==> src/rtl/clkgen_i2c_regs.sv <==
module clkgen_i2c_regs #(
  parameter logic [6:0] DEV_ADDR = 7'h69,
  parameter int NREG = 16,
  parameter int STRAPS = 4,
  parameter int STRAP_REG = 1,
  parameter int ID_REG = 8,
  parameter int RSV_REG = 9,
  parameter logic [NREG*8-1:0] RST_IMAGE = 128'hE42C_0F88_0E04_5072_BB90_88F0_FFFF_6840
) (
  input  logic              clk,
  input  logic              por_n,
  input  logic              scl_i,
  input  logic              sda_i,
  output logic              sda_oe,
  input  logic [STRAPS-1:0] strap_i,
  output logic [NREG*8-1:0] regs_o
);
  localparam int IW = $clog2(NREG);
  localparam int PW = $clog2(NREG + 1);

  typedef enum logic [2:0] {S_IDLE, S_ADDR, S_CMD, S_CNT, S_WDATA, S_RDATA} st_t;

  logic [2:0] scl_sy, sda_sy;
  logic       rise, fall, start, stop;
  st_t        st, nst;
  logic       ack_ph, got_ack, blk, done, strap_done;
  logic [3:0] bcnt;
  logic [7:0] sh, tx, nxt, first_b;
  logic [IW-1:0] idx;
  logic [PW-1:0] ptr;
  logic [STRAPS-1:0] strap_q;
  logic [7:0] mem  [NREG];
  logic [7:0] view [NREG];

  always_ff @(posedge clk or negedge por_n)
    if (!por_n) begin
      scl_sy <= '1;
      sda_sy <= '1;
    end else begin
      scl_sy <= {scl_sy[1:0], scl_i};
      sda_sy <= {sda_sy[1:0], sda_i};
    end

  assign rise  =  scl_sy[1] & ~scl_sy[2];
  assign fall  = ~scl_sy[1] &  scl_sy[2];
  assign start =  scl_sy[1] &  scl_sy[2] & ~sda_sy[1] &  sda_sy[2];
  assign stop  =  scl_sy[1] &  scl_sy[2] &  sda_sy[1] & ~sda_sy[2];

  always_comb begin
    for (int i = 0; i < NREG; i++) view[i] = mem[i];
    view[STRAP_REG] = {mem[STRAP_REG][7:STRAPS+1], 1'b0, strap_q};
    view[ID_REG]    = RST_IMAGE[ID_REG*8 +: 8];
    view[RSV_REG]   = RST_IMAGE[RSV_REG*8 +: 8];
  end

  for (genvar g = 0; g < NREG; g++) begin : g_out
    assign regs_o[g*8 +: 8] = view[g];
  end

  assign nxt     = (blk && ptr < PW'(NREG)) ? view[ptr[IW-1:0]] : 8'hFF;
  assign first_b = blk ? 8'(NREG) : view[idx];

  always_ff @(posedge clk or negedge por_n)
    if (!por_n) begin
      for (int i = 0; i < NREG; i++) mem[i] <= RST_IMAGE[i*8 +: 8];
      strap_q    <= '0;
      strap_done <= 1'b0;
      st         <= S_IDLE;
      nst        <= S_IDLE;
      ack_ph     <= 1'b0;
      got_ack    <= 1'b0;
      blk        <= 1'b1;
      done       <= 1'b0;
      bcnt       <= '0;
      sh         <= '0;
      tx         <= '1;
      idx        <= '0;
      ptr        <= '0;
      sda_oe     <= 1'b0;
    end else begin
      if (!strap_done) begin
        strap_q    <= strap_i;
        strap_done <= 1'b1;
      end
      if (start) begin
        st     <= S_ADDR;
        ack_ph <= 1'b0;
        bcnt   <= '0;
        sda_oe <= 1'b0;
      end else if (stop) begin
        st     <= S_IDLE;
        ack_ph <= 1'b0;
        sda_oe <= 1'b0;
      end else if (st == S_RDATA) begin
        if (!ack_ph) begin
          if (fall) begin
            if (bcnt == 4'd8) begin
              sda_oe <= 1'b0;
              ack_ph <= 1'b1;
            end else begin
              sda_oe <= ~tx[6];
              tx     <= {tx[6:0], 1'b1};
              bcnt   <= bcnt + 4'd1;
            end
          end
        end else begin
          if (rise) got_ack <= ~sda_sy[1];
          if (fall) begin
            if (got_ack) begin
              tx     <= nxt;
              sda_oe <= ~nxt[7];
              bcnt   <= 4'd1;
              ack_ph <= 1'b0;
              if (ptr < PW'(NREG)) ptr <= ptr + PW'(1);
            end else begin
              st     <= S_IDLE;
              ack_ph <= 1'b0;
            end
          end
        end
      end else if (st != S_IDLE) begin
        if (!ack_ph) begin
          if (rise && bcnt != 4'd8) begin
            sh   <= {sh[6:0], sda_sy[1]};
            bcnt <= bcnt + 4'd1;
          end
          if (fall && bcnt == 4'd8) begin
            ack_ph <= 1'b1;
            unique case (st)
              S_ADDR:
                if (sh[7:1] == DEV_ADDR) begin
                  sda_oe <= 1'b1;
                  nst    <= sh[0] ? S_RDATA : S_CMD;
                end else begin
                  st     <= S_IDLE;
                  ack_ph <= 1'b0;
                end
              S_CMD:
                if (sh == 8'h00) begin
                  blk    <= 1'b1;
                  sda_oe <= 1'b1;
                  nst    <= S_CNT;
                end else if (sh[7]) begin
                  blk    <= 1'b0;
                  idx    <= sh[IW-1:0];
                  done   <= 1'b0;
                  sda_oe <= 1'b1;
                  nst    <= S_WDATA;
                end else begin
                  st     <= S_IDLE;
                  ack_ph <= 1'b0;
                end
              S_CNT: begin
                ptr    <= '0;
                sda_oe <= 1'b1;
                nst    <= S_WDATA;
              end
              default: begin
                sda_oe <= 1'b1;
                nst    <= S_WDATA;
                if (blk) begin
                  if (ptr < PW'(NREG)) begin
                    mem[ptr[IW-1:0]] <= sh;
                    ptr <= ptr + PW'(1);
                  end
                end else if (!done) begin
                  mem[idx] <= sh;
                  done     <= 1'b1;
                end
              end
            endcase
          end
        end else if (fall) begin
          ack_ph <= 1'b0;
          st     <= nst;
          if (nst == S_RDATA) begin
            tx     <= first_b;
            sda_oe <= ~first_b[7];
            bcnt   <= 4'd1;
            ptr    <= '0;
          end else begin
            sda_oe <= 1'b0;
            bcnt   <= '0;
          end
        end
      end
    end
endmodule

==> config.mk <==
export PLATFORM = sky130hd
export DESIGN_NAME = clkgen_i2c_regs
export DESIGN_NICKNAME = d
export VERILOG_FILES = /design/src/rtl/clkgen_i2c_regs.sv
export SDC_FILE = /design/constraint.sdc
export NUM_CORES = 1
export LEC_CHECK = 0
export ABC_AREA = 1
export CORE_ASPECT_RATIO = 1.25
export CORE_MARGIN = 2
export CORE_UTILIZATION = 60
export DETAILED_ROUTE_END_ITERATION = 16
export PLACE_DENSITY = 0.87
export SYNTH_ARGS = -nofsm -noshare
export SYNTH_HDL_FRONTEND = slang
export SYNTH_SLANG_ARGS = --single-unit
export TNS_END_PERCENT = 30
==> constraint.sdc <==
create_clock -name clk -period 4 [get_ports clk]
set_input_delay 1.2 -clock clk [delete_from_list [all_inputs] [get_ports clk]]
set_output_delay 1.2 -clock clk [all_outputs]
set_load 0.005 [all_outputs]
== Word-level counts from Yosys, hierarchy flattened ==
Index checks and enable logic that the tools add are counted.

* Register bits: 178
* Input port bits: 8
* Output and inout bits: 129
* Logic and storage cells: 241

* Add/subtract/negate cells: 2
* Magnitude comparators: 5
* Eq/ne operators: 42
* Mux-type cells: 107
* Bitwise gates (word level): 23
* Reduce and logical (&&, ||, !) cells: 30

{| class="wikitable"
|+ Operators by type and width
! cell !! number
|-
| $mux 128 || 3
|-
| $bwmux 128 || 2
|-
| $mux 7 || 10
|-
| $bmux 8 s4 || 2
|-
| $demux 8 s4 || 2
|-
| $mux 8 || 8
|-
| $mux 5 || 11
|-
| $mux 3 || 17
|-
| $mux 4 || 12
|-
| $mux 1 || 34
|-
| $ne 4x4->1 const B || 7
|-
| $reduce_and 9->1 || 3
|-
| $ne 6x6->1 const B || 4
|-
| $reduce_and 10->1 || 2
|-
| $ne 2x2->1 const B || 9
|-
| $reduce_and 8->1 || 2
|-
| $ne 3x3->1 const B || 5
|-
| $not 1->1 || 14
|-
| $reduce_and 7->1 || 2
|-
| $pmux 3 s2 || 2
|-
| $reduce_and 11->1 || 1
|-
| $ge 5x5->1 const B || 2
|-
| $lt 5x1->1 const B || 2
|-
| $ne 5x5->1 const B || 2
|-
| 29 further kinds || 51
|}

== Logic depth before layout (Yosys ltp) ==
* Depth after elaboration: 13
* Depth in mapped cells: 14
* Depth with buffers taken out: 12

== Worst setup path after synthesis ==
OpenSTA, ideal clock, no wires.

* Path kind: reg2reg
* Start: register ptr[0]
* End: register mem, in the netlist regs_o[85]
* Library setup time: 0.136 ns
* Data arrival time: 1.966 ns
* Path slack: 1.899 ns
* Stages on the path, launching flop included: 12
* Clock period less this slack: 2.101 ns
* Path through: dfrtp_1 -> clkbuf_1 -> inv_2 -> clkbuf_1 -> ha_1 -> inv_1 -> o21ai_0 -> nand2_1 -> nand3b_2 -> buf_2 -> nand2_1 -> o21ai_0

* Longest elaborated chain between the ends: 8

{| class="wikitable"
|+ RTL lines
! what !! RTL line !! source
|-
| from (decl) || 30 || <nowiki>logic [PW-1:0] ptr;</nowiki>
|-
| from (signal assigned) || 114 || <nowiki>if (ptr < PW'(NREG)) ptr <= ptr + PW'(1);</nowiki>
|-
| from (signal assigned) || 164 || <nowiki>ptr <= ptr + PW'(1);</nowiki>
|-
| $not 4->5 (not written as such) || 163 || <nowiki>mem[ptr[IW-1:0]] <= sh;</nowiki>
|-
| $ge 5x5->1 (not written as such) / $lt 5x1->1 (equally long branches) || 163 ||
|-
| $logic_and 1x1->1 (not written as such) || 163 ||
|-
| $mux 8 (not written as such) || 163 ||
|-
| $demux 8 s4 || 163 ||
|-
| $bwmux 128 || 163 ||
|-
| $mux 128 || 162 || <nowiki>if (ptr < PW'(NREG)) begin</nowiki>
|-
| $mux 128 || 161 || <nowiki>if (blk) begin</nowiki>
|-
| to (signal, indexed assignment) || 163 ||
|-
| to (signal, indexed assignment) || 167 || <nowiki>mem[idx] <= sh;</nowiki>
|-
| to (decl) || 32 || <nowiki>logic [7:0] mem [NREG];</nowiki>
|}

Parallel ways exist; a longest one is shown, timed or not. The select of a mux whose other input is x is not followed.
A chain may end at the register's enable or synchronous reset.

== Final worst setup path ==
* Start: register idx[1]
* End: register mem, in the netlist regs_o[81]

* Longest elaborated chain between the ends: 8

{| class="wikitable"
|+ RTL lines
! what !! RTL line !! source
|-
| from (decl) || 29 || <nowiki>logic [IW-1:0] idx;</nowiki>
|-
| from (signal assigned) || 145 || <nowiki>idx <= sh[IW-1:0];</nowiki>
|-
| $not 4->5 (not written as such) (*) || 167 ||
|-
| $ge 5x5->1 (not written as such) / $lt 5x1->1 (equally long branches) || 167 ||
|-
| $logic_and 1x1->1 (not written as such) || 167 ||
|-
| $mux 8 (not written as such) || 167 ||
|-
| $demux 8 s4 (*) || 167 ||
|-
| $bwmux 128 (*) || 167 ||
|-
| $mux 128 (*) || 166 || <nowiki>end else if (!done) begin</nowiki>
|-
| $mux 128 (*) || 161 ||
|}

Every way passes the cells marked *; elsewhere a longest branch is shown, timed or not. The select of a mux whose other input is x is not followed.

==> results by group <==
Hold path
  • Endpoint of the worst hold-timing path: sda_sy[1]$_DFF_PN1_
  • HP Start: sda_sy[0]$_DFF_PN1_
  • Number of stages on the worst hold path: 0
  • Hold Path Class: reg2reg

Power and ir drop
  • Max IR drop VDD: 0.0002866 V
  • Total Power Consumption: 4.261 mW
  • PwrDens: 376.7 mW/mm²
  • Reported leakage power: between 5 and 6 nW

Outcome
  • Result of the run: finished clean

Floorplan
  • Width of the die: 117.1 µm
  • Placeable core region: around 0.016 mm²
  • Die Height: between 100 and 150 µm
  • Placement Rows: 51
  • Number of ports placed on the die boundary: roughly 140
  • Initial cell density of the core: between 60 and 70%
  • Die area: 0.01702 mm²

Global route
  • Wire length of the first global-routing pass: 48.96 mm
  • Grt total ovfl: 0
  • Vias in the first global route: between 9000 and 10000
  • Total GRT Usage: between 30% and 40%
  • Maximum number of pins on one net before global-route repair: 68
  • Initial antenna violation count: 0

Timing
  • Final count of negative-setup-slack endpoints: 0
  • Share of the clock period used by the worst path after layout: 74.26%
  • Final Hold Viols: 0
  • Worst Tran Pin Value: 0.9412 ns
  • Post-route clock skew: approximately 0.013 ns
  • Headroom to the max-slew limit: 37.18%
  • Final TNS setup: 0 ns
  • Slew Limit Fails: 0
  • Max frequency: 336.7 MHz
  • Unrepaired setup endpoints after global routing: no
  • Minimum period implied by the final worst setup slack: 2.970 ns

Clock tree
  • TritonCTS clock tree: done
  • Post-cts gate resize count: 0
  • Clk pin slew, worst setup/hold paths: 0.06 ns
  • Inserted Clock Buffers: 17
  • Quantity of hold-fixing buffers added after cts: 0
  • Master cell of the clock root buffer: sky130_fd_sc_hd__clkbuf_16
  • Clock latency of the later-clocked register in the worst-skew pair: 0.44 ns
  • Buffers inserted during post-CTS setup optimization: 0
  • Depth of the CTS H-tree: 4
  • # clock sinks: about 160
  • Number of buffers on the longest clock path: 2

Yosys
  • Sequential area share after synthesis: 41.79%
  • Synthesized area divided by synthesized cell count: a little under 7 µm²
  • Top FF cell, synth: sky130_fd_sc_hd__dfrtp_1
  • FFs w/ async S/R, synth: 100.0%
  • Synth cell types: 41
  • Number of synthesized flops with an enable pin: 0
  • Area of the mapped netlist: ~0.0096 mm²
  • Warning count from the yosys run: 0
  • Cell count after synthesis: 1408
  • Synthesis-stage register bit count: 157

Placed design
  • Final GP Congestion: 1.017
  • HPWL reported at the end of detailed placement: 21.41 mm
  • PortBufs: 119

Cells and area
  • Share of cells above drive strength 1: slightly below 9%
  • Total of fill cells in the finished design: 1300
  • Register area: 0.004011 mm²
  • Multi-input logic area: ~0.0047 mm²
  • Antenna Cells: 0
  • Final Net Count: 1502
  • Area grow syn2layout: 17.92%

Drt
  • Via count of the routed design: 9921
  • Number of vias per cell: a little under 6
  • DRC violation count after routing: 0
  • Iteration count of the initial detailed-routing pass: 6
  • Routed wire per std cell: 18.28 µm
  • Number of DRC markers in iteration 0: 1048
  • Final antenna-violating net count: 0
  • Total Routed Length: 31.31 mm

Critical path
  • Type of the worst setup path: reg2reg
  • Register-to-Register Path Depth: 8
  • Worst R2R Start: idx[1]$_DFFE_PN0P_
  • Data required time at the worst endpoint: 4.28 ns
  • Crit path DAT: 3.25 ns
  • Capturing point of the worst reg2reg path: regs_o[81]$_DFFE_PN0P_
  • Slack of the worst reg-to-reg path: 1.03 ns
  • Endpoint class of the critical path: flip-flop
  • Category of the worst setup path launch point: flip-flop
  • Highest net fanout along the worst path: 26

Run
  • Count of max-cap constraint violations: 0
==> registers in the layout (all words and copies together) (netlist names), 3 cells and up <==
signal	flops
sda_sy	3
idx	4
scl_sy	3
bcnt	4
regs_o	107
ptr	5
st	3
strap_q	4
tx	7
sh	8
nst	3
==> worst max path at each step <==
stage / from / end / slack, ns / cells past startpoint
4_1_cts: idx[1]$_DFFE_PN0P_ / regs_o[81]$_DFFE_PN0P_ / 1.18 / 8
5_1_grt: idx[1]$_DFFE_PN0P_ / regs_o[81]$_DFFE_PN0P_ / 0.96 / 8
3_3_place_gp: idx[1]$_DFFE_PN0P_ / regs_o[83]$_DFFE_PN0P_ / 1.22 / 8
6_report: idx[1]$_DFFE_PN0P_ / regs_o[81]$_DFFE_PN0P_ / 1.03 / 8
3_5_place_dp: idx[1]$_DFFE_PN0P_ / regs_o[81]$_DFFE_PN0P_ / 1.19 / 8
2_1_floorplan: ptr[0]$_DFFE_PN0P_ / regs_o[85]$_DFFE_PN0P_ / 1.90 / 11
==> routing by layer <==
| layer | vias to the layer above | global-route usage, % | part of all wire [%] |
|---|---|---|---|
| li1 | 4584 | - | - |
| met1 | 4592 | 50.17 | 38 |
| met2 | 610 | 58.76 | 47 |
| met3 | 135 | 6.206 | 8.9 |
| met4 | 0 | 18.41 | 5.2 |
| met5 | - | 0 | 0 |
==> cells by family (layout without fill, tap and decap cells) <==
| group | after synthesis | in the layout | synth area share [%] |
|---|---|---|---|
| and+or+nand+nor | 784 | 784 | 33.68 |
| AOI/OAI and AO/OA | 247 | 247 | 13.40 |
| adders and majority gates | 6 | 6 | 0.7826 |
| xor gates and xnor gates | 4 | 4 | 0.3653 |
| muxes | 2 | 2 | 0.2348 |
| other | 2 | 18 | 0.07829 |
| DFF | 157 | 157 | 41.79 |
| buffers and inverters | 206 | 283 | 9.678 |
==> through the flow <==
step	worst slack, ns	util [%]	hold WS [ns]	instances	area [µm²]
floorplan	1.899	-	0.3452	1424	9653
global placement	1.216	68.68	0.3479	1681	10740
detailed placement	1.190	68.68	0.3493	1681	10740
CTS	1.175	72.36	0.3596	1713	11310
global route	0.9590	72.36	0.3616	1713	11310
finish	1.030	72.36	0.3589	1713	11310
==> cells in the final DEF, fill, tap and decap left out, drive strengths merged <==
master / n
o2111ai: 2
ha: 6
a21oi: 22
nand4: 5
clkinvlp: 4
a211oi: 2
clkinv: 4
nand3: 70
conb: 18
o31ai: 1
inv: 126
clkbuf: 19
o21a: 2
o21ai: 205
buf: 11
mux2: 2
o211ai: 6
and3: 1
xor2: 1
nor2: 97
bufinv: 1
xnor2: 3
and2: 2
o22ai: 5
dfstp: 64
nand2: 594
dfrtp: 93
nor3: 7
a31oi: 2
nand3b: 8
clkdlybuf4s50: 118
==> cell type report <==
cell class              instances  area share, %
clock inverters                13          1.161
inverters                     122          4.048
multi-input cells            1061          41.75
repair buffers                129          11.32
flip-flops and latches        157          35.46
clock buffers                  19          3.915
well taps                     212          2.345
==> worst max-delay path, cell delays in order, from the launching register on <==
cell                       delay (ns)
sky130_fd_sc_hd__dfrtp_1         0.79
sky130_fd_sc_hd__inv_2           0.41
sky130_fd_sc_hd__nor2_1          0.62
sky130_fd_sc_hd__nand2_1         0.21
sky130_fd_sc_hd__nand2_1         0.10
sky130_fd_sc_hd__nand2_1         0.07
sky130_fd_sc_hd__nand3b_2        0.36
sky130_fd_sc_hd__nand2_1         0.13
sky130_fd_sc_hd__o21ai_0         0.09
==> cell usage after synthesis (2+ instances only) <==
cell type | number | area [µm²]
sky130_fd_sc_hd__buf_6 | 9 | 101.4
sky130_fd_sc_hd__a31oi_1 | 2 | 12.51
sky130_fd_sc_hd__mux2_2 | 2 | 22.52
sky130_fd_sc_hd__nand3_1 | 62 | 310.3
sky130_fd_sc_hd__nand3_4 | 6 | 105.1
sky130_fd_sc_hd__o21a_1 | 2 | 15.01
sky130_fd_sc_hd__nand3b_2 | 5 | 56.30
sky130_fd_sc_hd__nor2_1 | 94 | 352.8
sky130_fd_sc_hd__nand2_1 | 594 | 2230
sky130_fd_sc_hd__dfstp_2 | 64 | 1682
sky130_fd_sc_hd__nor2_2 | 3 | 18.77
sky130_fd_sc_hd__o21ai_0 | 130 | 650.6
sky130_fd_sc_hd__nand4_1 | 5 | 31.28
sky130_fd_sc_hd__nand3_2 | 2 | 20.02
sky130_fd_sc_hd__buf_2 | 10 | 50.05
sky130_fd_sc_hd__buf_1 | 4 | 15.01
sky130_fd_sc_hd__dfrtp_1 | 93 | 2327
sky130_fd_sc_hd__o211ai_1 | 6 | 45.04
sky130_fd_sc_hd__o22ai_1 | 5 | 31.28
sky130_fd_sc_hd__buf_4 | 17 | 127.6
sky130_fd_sc_hd__a21oi_1 | 22 | 110.1
sky130_fd_sc_hd__xnor2_1 | 3 | 26.28
sky130_fd_sc_hd__and2_1 | 2 | 12.51
sky130_fd_sc_hd__nor3_1 | 6 | 30.03
sky130_fd_sc_hd__clkbuf_1 | 43 | 161.4
sky130_fd_sc_hd__o2111ai_1 | 2 | 17.52
sky130_fd_sc_hd__o21ai_1 | 75 | 375.4
sky130_fd_sc_hd__nand3b_4 | 2 | 40.04
sky130_fd_sc_hd__ha_1 | 6 | 75.07
sky130_fd_sc_hd__inv_2 | 4 | 15.01
sky130_fd_sc_hd__conb_1 | 2 | 7.510
sky130_fd_sc_hd__inv_1 | 117 | 439.2
==> where the power goes <==
group	switching [mW]	total (mW)	leakage, nW	internal, mW
Clock	0.719	1.61	0.270	0.887
Sequential	0.115	1.75	1.94	1.63
Combinational	0.639	0.908	2.86	0.268
No activity file was read; power rests on OpenSTA's default activity.
